===== config.mk =====
export PLATFORM = sky130hd
export DESIGN_NAME = ring_slave_node
export DESIGN_NICKNAME = d
export VERILOG_FILES = /design/src/rtl/rsn_pkg.sv /design/src/rtl/rsn_shift_reg.sv /design/src/rtl/rsn_capture.sv /design/src/rtl/rsn_mode_ctl.sv /design/src/rtl/ring_slave_node.sv
export SDC_FILE = /design/constraint.sdc
export NUM_CORES = 1
export LEC_CHECK = 0
export ABC_AREA = 1
export BUFFER_PORTS_ARGS = -buffer_cell sky130_fd_sc_hd__buf_2
export CAP_MARGIN = 20
export CORE_MARGIN = 4
export CORE_UTILIZATION = 45
export CTS_CLUSTER_DIAMETER = 40
export DETAILED_ROUTE_END_ITERATION = 12
export HOLD_SLACK_MARGIN = 0.08
export PLACE_DENSITY = 0.7
export SYNTH_ARGS = -nofsm -noshare
export SYNTH_HDL_FRONTEND = slang
export SYNTH_SLANG_ARGS = --single-unit

===== constraint.sdc =====
create_clock -name clk -period 1.1 [get_ports clk]
set_input_delay 0.055 -clock clk [delete_from_list [all_inputs] [get_ports clk]]
set_output_delay 0.055 -clock clk [all_outputs]
set_load 0.005 [all_outputs]

===== src/rtl/rsn_pkg.sv =====
package rsn_pkg;
   localparam int unsigned IDENT_W = 16;

   typedef enum logic {
      MODE_DATA  = 1'b0,
      MODE_IDENT = 1'b1
   } rsn_mode_e;
endpackage


===== src/rtl/rsn_shift_reg.sv =====
// Serial shift register with a parallel load that takes priority over shifting.
module rsn_shift_reg #(
   parameter int unsigned     W       = 8,
   parameter logic [W-1:0]    RST_VAL = '0
) (
   input  logic          clk,
   input  logic          rst,
   input  logic          shift,
   input  logic          load,
   input  logic [W-1:0]  load_val,
   input  logic          sin,
   output logic [W-1:0]  q
);
   generate
      if (W < 2) begin : g_bad_width
         $error("rsn_shift_reg: W must be at least 2");
      end
   endgenerate

   always_ff @(posedge clk) begin
      if (rst) begin
         q <= RST_VAL;
      end else if (load) begin
         q <= load_val;
      end else if (shift) begin
         q <= {q[W-2:0], sin};
      end
   end
endmodule


===== src/rtl/rsn_capture.sv =====
// Parallel holding register written only on a capture pulse.
module rsn_capture #(
   parameter int unsigned W = 8
) (
   input  logic          clk,
   input  logic          rst,
   input  logic          cap,
   input  logic [W-1:0]  d,
   output logic [W-1:0]  q
);
   always_ff @(posedge clk) begin
      if (rst) begin
         q <= '0;
      end else if (cap) begin
         q <= d;
      end
   end
endmodule


===== src/rtl/rsn_mode_ctl.sv =====
// Holds the active path selection; changes only at an update.
module rsn_mode_ctl
   import rsn_pkg::*;
(
   input  logic       clk,
   input  logic       rst,
   input  logic       update,
   input  logic       mode_req,
   output rsn_mode_e  mode
);
   always_ff @(posedge clk) begin
      if (rst) begin
         mode <= MODE_IDENT;
      end else if (update) begin
         mode <= mode_req ? MODE_IDENT : MODE_DATA;
      end
   end
endmodule


===== src/rtl/ring_slave_node.sv =====
module ring_slave_node
   import rsn_pkg::*;
#(
   parameter int unsigned          DATA_W  = 16,
   parameter logic [IDENT_W-1:0]   ID_CODE = 16'h0B12
) (
   input  logic               clk,
   input  logic               rst,
   input  logic               shift_en,
   input  logic               ser_in,
   output logic               ser_out,
   input  logic               update,
   input  logic               mode_req,
   input  logic [DATA_W-1:0]  in_word,
   output logic [DATA_W-1:0]  out_word,
   output logic [IDENT_W-1:0] cmd_word
);
   localparam int unsigned DMSB = DATA_W - 1;
   localparam int unsigned IMSB = IDENT_W - 1;

   generate
      if (DATA_W < 2) begin : g_bad_data_w
         $error("ring_slave_node: DATA_W must be at least 2");
      end
   endgenerate

   rsn_mode_e          mode;
   logic               in_data, in_ident;
   logic               data_shift, ident_shift;
   logic [DATA_W-1:0]  data_path;
   logic [IDENT_W-1:0] ident_path;

   assign in_data     = (mode == MODE_DATA);
   assign in_ident    = (mode == MODE_IDENT);
   // the update strobe wins over a shift in the same cycle
   assign data_shift  = shift_en & ~update & in_data;
   assign ident_shift = shift_en & ~update & in_ident;

   rsn_mode_ctl u_mode (
      .clk      (clk),
      .rst      (rst),
      .update   (update),
      .mode_req (mode_req),
      .mode     (mode)
   );

   rsn_shift_reg #(.W(DATA_W), .RST_VAL('0)) u_data_path (
      .clk      (clk),
      .rst      (rst),
      .shift    (data_shift),
      .load     (update),
      .load_val (in_word),
      .sin      (ser_in),
      .q        (data_path)
   );

   rsn_shift_reg #(.W(IDENT_W), .RST_VAL(ID_CODE)) u_ident_path (
      .clk      (clk),
      .rst      (rst),
      .shift    (ident_shift),
      .load     (update),
      .load_val (ID_CODE),
      .sin      (ser_in),
      .q        (ident_path)
   );

   rsn_capture #(.W(DATA_W)) u_out_latch (
      .clk (clk),
      .rst (rst),
      .cap (update & in_data),
      .d   (data_path),
      .q   (out_word)
   );

   rsn_capture #(.W(IDENT_W)) u_cmd_latch (
      .clk (clk),
      .rst (rst),
      .cap (update & in_ident),
      .d   (ident_path),
      .q   (cmd_word)
   );

   assign ser_out = in_ident ? ident_path[IMSB] : data_path[DMSB];
endmodule


==> impl_metrics.tcl <==
set metrics [dict create \
    clk_path_buf_depth 2 \
    finalMaxSlewViolations 0 \
    ys_top_cells_by_area "dfxtp_1, nand2_1, nor2_1, o21ai_0, nand3_1" \
    fp.dieW_um 84.05 \
    fin_nets 461 \
    track_usage_pct 17.11 \
    drive_above_1_share_pct 21.85 \
    cts_buffers 9 \
    setup_violations 0 \
    num_vias 2382 \
    holdPathStages 4 \
    syn_area_per_cell_um2 7.189 \
    ys_seq_elements 65 \
    grt_max_degree 34 \
    dp_hpwl_um 3886 \
    hold_class "primary input to register" \
    antenna_found_initial 0 \
    finalHoldViolCount 0 \
    synth_area_mm2 0.002602 \
    status "finished clean" \
    r2r_cells 5 \
    wl_um 5813 \
    viasPerCell 4.616 \
    placed_cell_area_mm2 0.002957 \
    skew_ns 0.005507 \
    rsz0062_at_grt "yes" \
    slew-limit-headroom_pct 80.27 \
    clkSinkCount 65 \
    final_area_mm2 0.003440 \
    drt-wirelength-per-cell_um 11.27 \
    multi_input_area_mm2 0.001121 \
    drc 0 \
    cp_data_required_time_ns 1.04 \
    power_density_mw_per_mm2 1645 \
    clk_pin_slew_ns 0.07 \
    arrival_ns 1.04 \
    crit_type "register to output pin" \
    ir_drop_mv 1.128 \
    diodes 0 \
    rows 27 \
    crit_path_max_incr_delay_ns 0.39 \
    area_growth_pct 32.16 \
    synth_fp_nets 384 \
    stdcell_count 516 \
    cts_tree "built" \
    drv_cap 0 \
    fmax_mhz 909.6 \
    grt_pass1_vias 2126 \
    overflow 0 \
    clk_latency_ns 0.34 \
    min_period_over_period_pct 99.95 \
    cp_slowest_cell "dfxtp_4" \
    yosysWarnings 0 \
    top_level_ports 55 \
    synth_area_leader_cell "dfxtp_1" \
    core_mm2 0.005574 \
    drtAntennaViolNets 0 \
    placed_cells 479 \
    rr_startpoint "u_mode.mode$_SDFFE_PP1P_" \
    reg2reg_slack_ns 0.04 \
    layout_min_cycle_time_ns 1.099 \
    start_kind "register" \
    layout_commonest_cell "nand2_1" \
    synth_seq_area_share_pct 50.00 \
    first_pass_iters 4 \
    regArea_mm2 0.001306 \
    yosysTopAreaCellShare_pct 50.00 \
    worst_pin_slew_ns 0.2960 \
    h-tree-depth 3 \
    dieHeight_um 84.05 \
    syn_inst 362 \
    crit_path_start "u_mode.mode$_SDFFE_PP1P_" \
    dieArea_mm2 0.007064 \
    gp_routability_congestion 0.8140 \
    p_leak_uw 0.001632 \
    cts_root_buf "clkbuf_8" \
    start_util_pct 46.69 \
    path_cells "inv_6 > o21ai_2 > buf_2" \
    r2r-end "u_out_latch.q[13]$_SDFFE_PP0P_" \
    placement.io_buffers 54 \
    critPathCaptureType "output pin" \
    fillers 526 \
    ys_types 20 \
    worstPathMaxFanout 6 \
    grt_pass1_wl_um 9694 \
    fin_setup_tns_ns 0 \
    min_from "shift_en" \
    final_cell_mix "nand2_1, nor2_1, dfxtp_1, buf_2, o21ai_0" \
    whs_endpoint "u_data_path.q[5]$_SDFFE_PP0P_" \
    drt_iter0_drc 182 \
]
[cell type report]
class | instances | share of cell area (%)
Inverter | 21 | 2.583
Sequential cell | 65 | 37.98
Clock inverter | 7 | 3.456
Tap cell | 72 | 2.619
Timing Repair Buffer | 85 | 17.17
Multi-Input combinational cell | 257 | 32.59
Clock buffer | 9 | 3.601
[synth_stat cells, drive strengths merged]
cell,number
nand2,95
nand4,1
nand3,21
clkbuf,5
buf,14
nor2,86
a21oi,16
dfxtp,65
o21a,1
inv,21
o21ai,37
[registers in the layout, indices dropped and copies added, names as in the netlist]
| register | flops |
|---|---|
| u_ident_path.q | 16 |
| u_cmd_latch.q | 16 |
| u_out_latch.q | 16 |
| u_mode.mode | 1 |
| u_data_path.q | 16 |
[where the power goes]
| part | switching (uW) | internal (uW) |
|---|---|---|
| Combinational | 356 | 303 |
| Sequential | 82.6 | 2480 |
| Clock | 930 | 1500 |
[critical path, delay by kind of cell, from the launching register on]
family	cells	cell delay, ns
buffers and inverters	2	0.18
AOI/OAI and AO/OA	1	0.13
DFF	1	0.39
[kinds of logic after synthesis]
group,count (synthesis),synth area share [%]
compound gates,54,10.48
buf+inv,40,7.692
flops,65,50.00
simple gates,203,31.83
[per-layer routing]
| layer | vias up | track usage [%] | share of wire (%) |
|---|---|---|---|
| met4 | 0 | 7.895 | 1.5 |
| met1 | 1015 | 22.24 | 48 |
| met5 | - | 0 | 0 |
| met2 | 64 | 25.04 | 44 |
| li1 | 1295 | - | - |
| met3 | 8 | 6.318 | 5.7 |
[stage by stage]
step	hold slack, ns	worst slack [ns]	total power [uW]	util [%]
after floorplan	0.1775	0.08424	2986	-
after global placement	0.2881	0.04690	3193	53.04
after detailed placement	0.2889	-0.005763	3205	53.04
after CTS	0.08359	-0.004470	5696	61.39
after global routing	0.1147	-0.02057	5910	61.71
final	0.1337	0.0005991	5659	61.71
[worst max-delay path by stage]
| stage | end |
|---|---|
| after floorplan | u_cmd_latch.q[11]$_SDFFE_PP0P_ |
| after global placement | u_cmd_latch.q[11]$_SDFFE_PP0P_ |
| after detailed placement | u_cmd_latch.q[5]$_SDFFE_PP0P_ |
| after CTS | ser_out |
| after global routing | ser_out |
| final | ser_out |
[repair_timing]
item	4_1_cts	5_1_grt
hold buffers	20	0
buffers inserted	1	0
setup endpoints to repair	3	32
hold endpoints to repair	18	0
cloned	0	0
pin swaps	1	0
gates resized for setup	7	17
Power figures use the tool's default switching activity.
